$ cat config.mk
export PLATFORM = sky130hd
export DESIGN_NAME = status_poller
export DESIGN_NICKNAME = d
export VERILOG_FILES = /design/src/rtl/stspoll_pkg.sv /design/src/rtl/stspoll_decode.sv /design/src/rtl/stspoll_timer.sv /design/src/rtl/stspoll_fsm.sv /design/src/rtl/status_poller.sv
export SDC_FILE = /design/constraint.sdc
export NUM_CORES = 1
export LEC_CHECK = 0
export CORE_MARGIN = 1
export CORE_UTILIZATION = 45
export CTS_CLUSTER_DIAMETER = 80
export DETAILED_ROUTE_END_ITERATION = 8
export PLACE_DENSITY = 0.75
export SLEW_MARGIN = 20
export SYNTH_ARGS = -nofsm -noshare
export SYNTH_HDL_FRONTEND = slang
export SYNTH_HIERARCHICAL = 1
export SYNTH_SLANG_ARGS = --single-unit
$ cat constraint.sdc
create_clock -name clk_i -period 7.4 [get_ports clk_i]
set_input_delay 2.22 -clock clk_i [delete_from_list [all_inputs] [get_ports clk_i]]
set_output_delay 2.22 -clock clk_i [all_outputs]
set_load 0.05 [all_outputs]
$ cat src/rtl/stspoll_pkg.sv
package stspoll_pkg;
  localparam int FLAG_VALID  = 7;
  localparam int FLAG_CMDRDY = 6;
  localparam int FLAG_GO     = 5;
  localparam int FLAG_AVAIL  = 4;
  localparam int FLAG_EXPECT = 3;

  localparam int REG_BYTES = 4;
  localparam int REG_W     = REG_BYTES * 8;
  localparam int BURST_W   = 16;

  typedef enum logic [1:0] {ST_IDLE, ST_XACT, ST_WAIT, ST_DONE} state_e;
  typedef enum logic [1:0] {OP_POLL, OP_READY, OP_GO} op_e;

  function automatic logic [REG_W-1:0] flag_word(input int bit_pos);
    logic [REG_W-1:0] w;
    w = '0;
    w[bit_pos] = 1'b1;
    return w;
  endfunction
endpackage

$ cat src/rtl/stspoll_decode.sv
module stspoll_decode
  import stspoll_pkg::*;
#(
  parameter int BURST_MAX = 63
) (
  input  logic [REG_W-1:0]   rdata_i,
  input  logic [7:0]         mask_i,
  output logic [7:0]         status_o,
  output logic [BURST_W-1:0] burst_o,
  output logic               qualify_o
);
  logic flags_ok, burst_ok;

  always_comb begin
    status_o  = rdata_i[7:0];
    // byte 1 is the low half of the count
    burst_o   = {rdata_i[23:16], rdata_i[15:8]};
    flags_ok  = (status_o & mask_i) == mask_i;
    burst_ok  = (burst_o != '0) && (burst_o <= BURST_W'(BURST_MAX));
    qualify_o = flags_ok && burst_ok;
  end
endmodule

$ cat src/rtl/stspoll_timer.sv
module stspoll_timer #(
  parameter int RETRY_CYC   = 200000,
  parameter int TIMEOUT_CYC = 200000000,
  localparam int WAIT_W     = $clog2(RETRY_CYC + 1),
  localparam int ELAP_W     = $clog2(TIMEOUT_CYC + 1)
) (
  input  logic clk_i,
  input  logic rst_ni,
  input  logic clr_i,
  input  logic wait_load_i,
  output logic wait_done_o,
  output logic expired_o
);
  logic [WAIT_W-1:0] wait_cnt;
  logic [ELAP_W-1:0] elap_cnt;

  assign wait_done_o = (wait_cnt == '0);
  assign expired_o   = (elap_cnt >= ELAP_W'(TIMEOUT_CYC));

  always_ff @(posedge clk_i or negedge rst_ni) begin
    if (!rst_ni) begin
      wait_cnt <= '0;
    end else if (wait_load_i) begin
      wait_cnt <= WAIT_W'(RETRY_CYC - 1);
    end else if (wait_cnt != '0) begin
      wait_cnt <= wait_cnt - 1'b1;
    end
  end

  always_ff @(posedge clk_i or negedge rst_ni) begin
    if (!rst_ni) begin
      elap_cnt <= '0;
    end else if (clr_i) begin
      elap_cnt <= '0;
    end else if (!expired_o) begin
      elap_cnt <= elap_cnt + 1'b1;
    end
  end
endmodule

$ cat src/rtl/stspoll_fsm.sv
module stspoll_fsm
  import stspoll_pkg::*;
(
  input  logic               clk_i,
  input  logic               rst_ni,
  input  logic               poll_start_i,
  input  logic [7:0]         poll_mask_i,
  input  logic               ready_req_i,
  input  logic               go_req_i,
  input  logic               xact_done_i,
  input  logic               xact_err_i,
  input  logic [7:0]         dec_status_i,
  input  logic [BURST_W-1:0] dec_burst_i,
  input  logic               dec_qualify_i,
  input  logic               wait_done_i,
  input  logic               expired_i,
  output logic [7:0]         mask_o,
  output logic               tmr_clr_o,
  output logic               wait_load_o,
  output op_e                op_o,
  output logic               busy_o,
  output logic               done_o,
  output logic               pass_o,
  output logic [7:0]         status_o,
  output logic [BURST_W-1:0] burst_o,
  output logic               xact_req_o,
  output logic               xact_write_o,
  output logic [REG_W-1:0]   xact_wdata_o
);
  state_e             state_q;
  op_e                op_q;
  logic [7:0]         mask_q;
  logic               pass_q;
  logic [7:0]         status_q;
  logic [BURST_W-1:0] burst_q;
  logic               accept;

  assign accept      = (state_q == ST_IDLE) && (poll_start_i || ready_req_i || go_req_i);
  assign tmr_clr_o   = (state_q == ST_IDLE) && poll_start_i;
  assign wait_load_o = (state_q == ST_XACT) && xact_done_i;

  always_ff @(posedge clk_i or negedge rst_ni) begin
    if (!rst_ni) begin
      state_q  <= ST_IDLE;
      op_q     <= OP_POLL;
      mask_q   <= '0;
      pass_q   <= 1'b0;
      status_q <= '0;
      burst_q  <= '0;
    end else begin
      unique case (state_q)
        ST_IDLE: begin
          if (accept) begin
            pass_q  <= 1'b0;
            state_q <= ST_XACT;
            if (poll_start_i) begin
              op_q   <= OP_POLL;
              mask_q <= poll_mask_i;
            end else if (ready_req_i) begin
              op_q <= OP_READY;
            end else begin
              op_q <= OP_GO;
            end
          end
        end
        ST_XACT: begin
          if (xact_done_i) begin
            unique case (op_q)
              OP_POLL: begin
                if (!xact_err_i) begin
                  status_q <= dec_status_i;
                  burst_q  <= dec_burst_i;
                end
                if (!xact_err_i && dec_qualify_i) begin
                  pass_q  <= 1'b1;
                  state_q <= ST_DONE;
                end else begin
                  state_q <= ST_WAIT;
                end
              end
              OP_READY: begin
                pass_q  <= !xact_err_i;
                state_q <= ST_WAIT;
              end
              default: begin
                pass_q  <= !xact_err_i;
                state_q <= ST_DONE;
              end
            endcase
          end
        end
        ST_WAIT: begin
          if (wait_done_i) begin
            if (op_q != OP_POLL) begin
              state_q <= ST_DONE;
            end else if (expired_i) begin
              pass_q  <= 1'b0;
              state_q <= ST_DONE;
            end else begin
              state_q <= ST_XACT;
            end
          end
        end
        default: state_q <= ST_IDLE;
      endcase
    end
  end

  always_comb begin
    unique case (op_q)
      OP_READY: xact_wdata_o = flag_word(FLAG_CMDRDY);
      OP_GO:    xact_wdata_o = flag_word(FLAG_GO);
      default:  xact_wdata_o = '0;
    endcase
  end

  assign xact_req_o   = (state_q == ST_XACT);
  assign xact_write_o = (op_q != OP_POLL);
  assign busy_o       = (state_q != ST_IDLE);
  assign done_o       = (state_q == ST_DONE);
  assign pass_o       = pass_q;
  assign status_o     = status_q;
  assign burst_o      = burst_q;
  assign mask_o       = mask_q;
  assign op_o         = op_q;
endmodule

$ cat src/rtl/status_poller.sv
module status_poller
  import stspoll_pkg::*;
#(
  parameter int TICKS_PER_MS = 100000,
  parameter int RETRY_MS     = 2,
  parameter int TIMEOUT_MS   = 2000,
  parameter int BURST_MAX    = 63,
  localparam int RETRY_CYC   = RETRY_MS * TICKS_PER_MS,
  localparam int TIMEOUT_CYC = TIMEOUT_MS * TICKS_PER_MS
) (
  input  logic        clk_i,
  input  logic        rst_ni,
  input  logic        poll_start_i,
  input  logic [7:0]  poll_mask_i,
  input  logic        ready_req_i,
  input  logic        go_req_i,
  output logic        busy_o,
  output logic        done_o,
  output logic        pass_o,
  output logic [7:0]  status_o,
  output logic [15:0] burst_o,
  output logic        xact_req_o,
  output logic        xact_write_o,
  output logic [31:0] xact_wdata_o,
  input  logic        xact_done_i,
  input  logic        xact_err_i,
  input  logic [31:0] xact_rdata_i
);
  logic [7:0]         mask_w;
  logic [7:0]         dec_status;
  logic [BURST_W-1:0] dec_burst;
  logic               dec_qualify;
  logic               tmr_clr, wait_load, wait_done, expired_w;
  op_e                op_w;

  stspoll_decode #(.BURST_MAX(BURST_MAX)) u_decode (
    .rdata_i   (xact_rdata_i),
    .mask_i    (mask_w),
    .status_o  (dec_status),
    .burst_o   (dec_burst),
    .qualify_o (dec_qualify)
  );

  stspoll_timer #(.RETRY_CYC(RETRY_CYC), .TIMEOUT_CYC(TIMEOUT_CYC)) u_timer (
    .clk_i       (clk_i),
    .rst_ni      (rst_ni),
    .clr_i       (tmr_clr),
    .wait_load_i (wait_load),
    .wait_done_o (wait_done),
    .expired_o   (expired_w)
  );

  stspoll_fsm u_fsm (
    .clk_i         (clk_i),
    .rst_ni        (rst_ni),
    .poll_start_i  (poll_start_i),
    .poll_mask_i   (poll_mask_i),
    .ready_req_i   (ready_req_i),
    .go_req_i      (go_req_i),
    .xact_done_i   (xact_done_i),
    .xact_err_i    (xact_err_i),
    .dec_status_i  (dec_status),
    .dec_burst_i   (dec_burst),
    .dec_qualify_i (dec_qualify),
    .wait_done_i   (wait_done),
    .expired_i     (expired_w),
    .mask_o        (mask_w),
    .tmr_clr_o     (tmr_clr),
    .wait_load_o   (wait_load),
    .op_o          (op_w),
    .busy_o        (busy_o),
    .done_o        (done_o),
    .pass_o        (pass_o),
    .status_o      (status_o),
    .burst_o       (burst_o),
    .xact_req_o    (xact_req_o),
    .xact_write_o  (xact_write_o),
    .xact_wdata_o  (xact_wdata_o)
  );
endmodule

; ---- Word-level counts from Yosys, hierarchy flattened
; Cells that the tools add are included.
[classes]
n_lt_le_gt_ge = 2
n_eq_ne = 13
mux = 23
add_sub_neg = 2
reduce_logical = 23
n_bitwise = 2
[op_table]
columns = cell, count
row1 = $mux W28, 2
row2 = $mux W18, 2
row3 = $add A28 B1 Y28 const B, 1
row4 = $ge A28 B28 Y1 const B, 1
row5 = $logic_not A18 Y1, 1
row6 = $reduce_bool A18 Y1, 1
row7 = $sub A18 B1 Y18 const B, 1
row8 = $le A16 B6 Y1 const B, 1
row9 = $reduce_bool A16 Y1, 1
row10 = $mux W2, 7
row11 = $pmux W7 S2, 1
row12 = $and A8 B8 Y8, 1
row13 = $eq A8 B8 Y1, 1
row14 = $mux W1, 8
row15 = $reduce_and A7 Y1, 1
row16 = $eq A2 B2 Y1 const B, 3
row17 = $logic_and A1 B1 Y1, 6
row18 = $ne A2 B1 Y1 const B, 3
row19 = $ne A2 B2 Y1 const B, 3
row20 = $pmux W2 S3, 1
row21 = $reduce_and A3 Y1, 2
row22 = $reduce_bool A2 Y1, 3
row23 = $eq A2 B1 Y1 const B, 2
row24 = $logic_not A2 Y1, 2
row25 = 9 further kinds, 10
[word_totals]
word_cells = 73
reg_bits = 83

; ---- Logic depth before layout (Yosys ltp)
; Gate-level depths: netlist of run 1.
[depth]
ltp_word = 8
depth_mapped = 9
depth_no_buf = 9

; ---- Cells and area by module
; Netlist of run 1, hierarchy kept.
[by_module_without_submodules]
columns = module, seq_area_each_um2, n_inst, cells_each, area_each_um2
row1 = stspoll_timer, 1151.1, 1, 277, 2596.2
row2 = stspoll_fsm, 925.9, 1, 140, 1839.3
row3 = stspoll_decode, 0.0, 1, 42, 286.5

; ---- Worst setup path after synthesis of run 1
; No wires, ideal clock.
[synth_timing]
path_kind = input -> register
from = input xact_rdata_i[4]
to = register u_fsm.pass_q (netlist: u_fsm/pass_o)
setup_slack_ps = 3955
cell_stages = 8
n_path_buf = 0
arrival_time_ps = 3324
required_time_ps = 7279
setup_ps = 121
cell_sequence = inv_1 -> a222oi_1 -> o2111ai_1 -> nor3_1 -> nand2b_1 -> a21oi_1 -> o21ai_0 -> a22o_1
[synth_via]
elab_chain_len = 6
[synth_rtl]
columns = item, line
row1 = from (decl), status_poller.sv:27  ; input logic [31:0] xact_rdata_i
row2 = $and A8 B8 Y8, stspoll_decode.sv:18  ; flags_ok = (status_o & mask_i) == mask_i;
row3 = $eq A8 B8 Y1, stspoll_decode.sv:18
row4 = $logic_and A1 B1 Y1, stspoll_decode.sv:20  ; qualify_o = flags_ok && burst_ok;
row5 = via dec_qualify, status_poller.sv:32  ; logic dec_qualify;
row6 = $logic_and A1 B1 Y1, stspoll_fsm.sv:74  ; if (!xact_err_i && dec_qualify_i) begin
row7 = $ne A3 B2 Y1 (no line), -
row8 = $reduce_and A7 Y1 (no line), -
row9 = to (signal assigned), stspoll_fsm.sv:82  ; pass_q <= !xact_err_i;
row10 = to (signal assigned), stspoll_fsm.sv:86  ; pass_q <= !xact_err_i;
row11 = to (decl), stspoll_fsm.sv:33  ; logic pass_q;
; The timed path passes the listed nets, and every way through them passes these cells.
; A chain may end at the register's enable or synchronous reset.

; ---- Final worst setup path of run 1
[layout_timing]
from = register u_fsm.state_q[0]
to = output busy_o
[layout_via]
elab_chain_len = 1
[layout_rtl]
columns = item, line
row1 = from (decl), stspoll_fsm.sv:30  ; state_e state_q;
row2 = from (signal assigned), stspoll_fsm.sv:44  ; state_q <= ST_IDLE;
row3 = from (signal assigned), stspoll_fsm.sv:55  ; state_q <= ST_XACT;
row4 = from (signal assigned), stspoll_fsm.sv:76  ; state_q <= ST_DONE;
row5 = $reduce_bool A2 Y1, stspoll_fsm.sv:119  ; assign busy_o = (state_q != ST_IDLE);
row6 = to (decl), status_poller.sv:17  ; output logic busy_o,
; Every way passes these cells.

==> metrics.txt, run 1 <==
fraction of layout instances using a drive strength above 1=0.120; minimum period implied by the final worst setup slack=4.11 ns; Gate Count Post-Synth=459; total power=1.85 mW; Seq. cell area=2080 sq um; All-Layer GR Usage=0.174; initial antenna violation count=0; cell chain of the critical path=nor2_1 > inv_1 > clkdlybuf4s50_1; cell depth of the worst flop-to-flop path=9; XOR/XNOR Fraction of Synth Area=0.0260; crit share post-route=0.555; final count of hold timing violations=0; Die ar.=10900 sq um; fin. max-slew vios=0; layer carrying the most global-route usage=met2; number of vias per cell=5.34; mux share of post-synthesis cell area=0.106; dpl cell area=5220 sq um; max capacitance violation total=0; Placeable Area=10200 sq um; Mean Syn Cell Area=10.3 sq um; total of cells resized after clock tree synthesis=0; final net count=553; number of global-route vias before repair=3192; TritonCTS clock tree=built; drt pass-1 iters=4; number of design-rule violations left by the first detailed-router iteration=205; type of the tightest min-delay check=reg2reg; CP endpoint kind=output pin; worst supply voltage drop on vdd=0.208 mV; sum of negative setup slack=0 ns; post-route cell area=5400 sq um; routed wirelength normalized by instance count=14.1 microns; M2 GR Usage=0.281; number of flops mapped to enable cells by yosys=0; post-synthesis adder-cell area fraction=0.00795; largest family of logic cells by synthesized area=simple AND/OR/NAND/NOR gates; total of flip-flops plus latches after synthesis=83; Primary FF master, synth=dfrtp_1; Buf/Inv on CP=2; Crit Path Category=reg2out; Starting Density=0.462; pwr/cell area=343 nW/um^2; wire length of the first global-routing pass=15400 microns; pin count of the biggest net entering global routing=84; DIE WIDTH=104 microns; static leakage=2.24 nW; # DRC=0; gr ovfl total=0; synthesized cell area=4720 sq um; buffer depth of the longest clock path=2; hold buffer count at cts=0; worst-path fanout max=5; IO Count=108; post-synthesis async set-or-reset flop share=1.00; Detailed Route WL=9070 microns; worst slew margin relative to its limit=0.509; setup repair after global routing missed its margin=no; total inserted antenna cells=0; fraction of the mapped netlist area in compound gates=0.107; sequential area share after synthesis=0.440; total number of H-tree levels=3; CTS root buffer=clkbuf_8; number of CTS-inserted buffers=9; delay of the slowest cell on the worst path=0.73 ns; buffers inserted during post-CTS setup optimization=0; total area of multi-input combinational cells=2160 sq um; slew at the pin closest to its max-slew limit=0.736 ns; status=finished, final reports clean; slowest library cell on the worst path=clkdlybuf4s50_1; yosys synthesis warning count=6; WP depth=3; Buffers on Ports=69; TritonCTS sink count=83; Setup Skew=0.0124 ns; detailed placer's ending HPWL=6330 microns; number of routed nets with antenna violations=0; post-synth cell types=59; Worst Setup Start Kind=register; later-pin clock latency in the skew report=0.36 ns; clock slew at the register clock pins of the worst setup and hold paths=0.09 ns; fillers=911; final setup vio count=0; GPL Wtd Cong=0.788; top cell family by delay on the critical path=buffers and inverters; Data required, critical path=5.18 ns; simple-gate area share of the yosys netlist=0.188; peak clock frequency supported by timing=0.243 GHz; Arr. time, crit path=1.89 ns; number of vias after detailed routing=3442; post-synthesis cell type with the largest combined area=dfrtp_1; count of standard-cell rows=37; Die H=104 microns; area fraction of the dominant cell type after synthesis=0.440; Hold Path Cell Cnt=1; cell types with the largest area share after synthesis=dfrtp_1 44%, buf_4 8.6%, mux2_4 6.4%; relative area change from synthesis to final layout=14.4%; grt met1 use=0.233; met3 Track Usage GR=0.0332
## kinds of logic (layout without fill, tap and decap cells)
logic type / after synthesis / in the layout
AOI/OAI and AO/OA: 75 / 75
DFF: 83 / 83
other: 1 / 30
buffers and inverters: 95 / 115
xor gates and xnor gates: 14 / 14
and+or+nand+nor: 150 / 150
adders and majority gates: 3 / 3
muxes: 38 / 38
## registers in the layout (all words and copies together), names as in the netlist
signal / flops
u_fsm/pass_o: 1
u_fsm/op_o: 2
u_fsm/status_o: 8
u_timer/elap_cnt: 28
u_timer/wait_cnt: 18
u_fsm/mask_o: 8
u_fsm/state_q: 2
u_fsm/burst_o: 16
## worst paths after layout
check | from | endpoint | slack, ns
worst min register to register | u_fsm/burst_o[0] | u_fsm/burst_o[0] | 0.51
worst min-delay path | u_fsm/burst_o[0] | u_fsm/burst_o[0] | 0.51
worst max register to register | u_timer/wait_cnt[0] | u_fsm/pass_o | 4.75
worst max-delay path | u_fsm/state_q[0] | busy_o | 3.29
min in group asynchronous | rst_ni | u_fsm/burst_o[8] | 1.90
max in group asynchronous | rst_ni | u_timer/elap_cnt[21] | 5.02
## cell usage in the layout, fill, tap and decap left out, drive strengths merged, types with 14 or more instances in the layout
cell,count
a21oi,27
clkdlybuf4s50,68
conb,30
dfrtp,83
inv,28
mux2,36
nand2,15
nand2b,14
nor2,35
nor3,14
or4,19
## through the flow
step	utilization	cells	hold WS, ns	setup WS [ns]
CTS	0.528	644	0.514	3.27
finish	0.528	644	0.510	3.29
floorplan	-	488	0.475	3.95
global placement	0.511	628	0.489	3.25
global route	0.528	644	0.534	3.18
detailed placement	0.511	628	0.491	3.18
## synth_stat cells, types with 3 or more instances
| cell | n |
|---|---|
| buf_4 | 54 |
| nor3_1 | 13 |
| o31ai_1 | 13 |
| mux2_2 | 12 |
| nand2_1 | 14 |
| ha_1 | 3 |
| a21o_1 | 3 |
| dfrtp_1 | 83 |
| mux2_4 | 20 |
| xor2_1 | 3 |
| or4_1 | 18 |
| o21ai_0 | 10 |
| nor2b_1 | 7 |
| nand2b_1 | 13 |
| nor4_1 | 7 |
| inv_1 | 26 |
| buf_6 | 4 |
| nand3_1 | 8 |
| xnor2_1 | 11 |
| mux2_1 | 4 |
| a21oi_1 | 27 |
| nand4_1 | 10 |
| clkbuf_1 | 10 |
| or3_1 | 8 |
| o21ai_1 | 3 |
| nor2_1 | 34 |
## power breakdown
group	switching, mW	total, mW	internal, mW
logic	0.542	0.886	0.344
clock network	0.175	0.300	0.125
registers	0.0882	0.665	0.577
total	0.805	1.85	1.05
## layer usage
metal	up-vias	wire length, microns
li1	1646	-
met1	1685	4210
met2	101	4300
met3	10	450
met4	0	99
met5	-	0
## area by class of cell
class	count	share of cell area
Inverter	27	0.0190
Timing Repair Buffer	72	0.132
Clock buffer	10	0.0236
Multi-Input combinational cell	310	0.400
Tap cell	136	0.0315
Sequential cell	83	0.384
Clock inverter	6	0.00903
No activity file was read; power rests on OpenSTA's default activity.
==> inputs of run 2 (changes only) <==
Settings changed: PLACE_DENSITY 0.75 to 0.78.
Clock period 7.4 ns to 3.7 ns, I/O delays scaled along.
==> run 2 against run 1 <==
  * Sequential share of layout area is 0.36 points lower
  * Combinational power grew 100%
  * Worst hold slack worse by 0.00090 ns
  * Setup slack worse by 2.6 ns
  * Non-clock buffer count rose by 1
  * Critical path depth did not move
  * Cell count is 0.16% higher
  * Utilization increased by 0.50 points
  * Die area unchanged
  * First-iteration DRC count fell by 5.9%
  * Wire length down 1.8%
  * Highest routed layer unchanged
==> metrics.txt, run 2 (synthesized netlist as in run 1, its figures left out) <==
relative area change from synthesis to final layout=15.5%; detailed placer's ending HPWL=6280 microns; total of cells resized after clock tree synthesis=0; Starting Density=0.462; total inserted antenna cells=0; setup repair after global routing missed its margin=no; crit share post-route=0.816; switching power as a share of total power=0.425; number of vias per cell=5.31; Die H=104 microns; fin. max-slew vios=0; Setup Skew=0.0166 ns; later-pin clock latency in the skew report=0.36 ns; number of global-route vias before repair=3261; fraction of layout instances using a drive strength above 1=0.124; CP endpoint kind=output pin; pwr/cell area=695 nW/um^2; GPL Wtd Cong=0.798; wire length of the first global-routing pass=15300 microns; clock network fraction of total power=0.179; status=finished, final reports clean; number of routed nets with antenna violations=0; delay of the slowest cell on the worst path=0.74 ns; type of the tightest min-delay check=reg2reg; final count of hold timing violations=0; number of CTS-inserted buffers=9; worst slew margin relative to its limit=0.504; initial antenna violation count=0; TritonCTS sink count=83; IO Count=108; worst supply voltage drop on vdd=0.501 mV; flip-flop count of the largest register, all copies and words added=28; Worst Setup Start Kind=register; clock slew at the register clock pins of the worst setup and hold paths=0.10 ns; gr ovfl total=0; drt pass-1 iters=5; logic gate share of total power=0.470; buffer depth of the longest clock path=2; relative contribution of sequential cells to total power=0.351; worst-path fanout max=6; fillers=874; slowest library cell on the worst path=clkdlybuf4s50_1; max capacitance violation total=0; net switching power of the design=1.61 mW; number of vias after detailed routing=3427; largest register by flop count=u_timer/elap_cnt; # DRC=0; DIE WIDTH=104 microns; number of design-rule violations left by the first detailed-router iteration=193; total number of H-tree levels=3; Crit Path Category=reg2out; routed wirelength normalized by instance count=13.8 microns; hold buffer count at cts=0; cell chain of the critical path=nor2_1 > inv_1 > clkdlybuf4s50_1; Arr. time, crit path=1.91 ns; Placeable Area=10200 sq um; minimum period implied by the final worst setup slack=3.02 ns; most common library cell in the layout ignoring fill and taps=dfrtp_1; Buffers on Ports=69; dpl cell area=5240 sq um; leading cell types in the layout, fill and taps excluded=83 x dfrtp_1, 68 x clkdlybuf4s50_1, 34 x nor2_1; All-Layer GR Usage=0.171; Detailed Route WL=8900 microns; TritonCTS clock tree=built; CTS root buffer=clkbuf_8; pin count of the biggest net entering global routing=84; final setup vio count=0; Data required, critical path=2.59 ns; slew at the pin closest to its max-slew limit=0.744 ns; sum of negative setup slack=0 ns; static leakage=2.27 nW; Die ar.=10900 sq um; post-route cell area=5460 sq um; count of standard-cell rows=37; peak clock frequency supported by timing=0.331 GHz; hold slack final=0.509 ns; buffers inserted during post-CTS setup optimization=0; internal power consumption=2.18 mW; Top Registers=u_timer/elap_cnt x28, u_timer/wait_cnt x18, u_fsm/burst_o x16; final net count=554
[run 2: cell count changes in the layout (fill, tap and decap cells not counted)]
cell / previous run / this run
inv_6: 2 / 3
clkbuf_1: 1 / 0
buf_12: 0 / 1
clkinvlp_4: 3 / 1
inv_8: 0 / 1
bufinv_16: 0 / 1
[run 2: power by group through the flow]
stage	Clock [mW]	Combinational [mW]	Sequential [mW]
floorplan	0	0.836	1.79
global placement	0	1.76	1.33
detailed placement	0	1.78	1.35
CTS	0.698	1.79	1.33
global route	0.741	1.88	1.37
finish	0.678	1.78	1.33
[run 2: through the flow]
step	std cells	power, mW	util	setup slack [ns]
6_report	645	3.79	0.533	0.680
5_1_grt	645	3.99	0.533	0.586
4_1_cts	645	3.82	0.533	0.664
3_5_place_dp	629	3.13	0.513	0.493
3_3_place_gp	629	3.08	0.513	0.569
2_1_floorplan	488	2.62	-	1.33
[run 2: critical path: cells and delay by family (launching register included)]
kind	cells	cell delay (ns)
buf+inv	2	0.87
flops	1	0.45
simple gates	1	0.23
[run 2: final cells by class]
class	instances	area, sq um	share of cell area
Timing Repair Buffer	73	734	0.135
Tap cell	136	170	0.0312
Sequential cell	83	2080	0.381
Multi-Input combinational cell	310	2160	0.397
Clock buffer	9	124	0.0227
Clock inverter	7	83.8	0.0154
Inverter	27	103	0.0188
[run 2: routing by layer]
layer | track usage | vias up | part of all wire
li1 | - | 1650 | -
met1 | 0.234 | 1670 | 0.47
met2 | 0.275 | 100 | 0.48
met3 | 0.0257 | 7 | 0.047
met4 | 0.0592 | 0 | 0.0085
met5 | 0 | - | 0
[run 2: final timing paths]
path	startpoint	endpoint	slack, ns	depth (start not counted)
min reg2reg	u_fsm/status_o[7]	u_fsm/status_o[7]	0.51	1
max	u_fsm/state_q[1]	busy_o	0.68	3
min	u_fsm/status_o[7]	u_fsm/status_o[7]	0.51	1
min in group asynchronous	rst_ni	u_fsm/burst_o[3]	0.78	1
max in group asynchronous	rst_ni	u_timer/wait_cnt[8]	2.39	1
max reg2reg	u_timer/wait_cnt[0]	u_fsm/pass_o	1.06	9
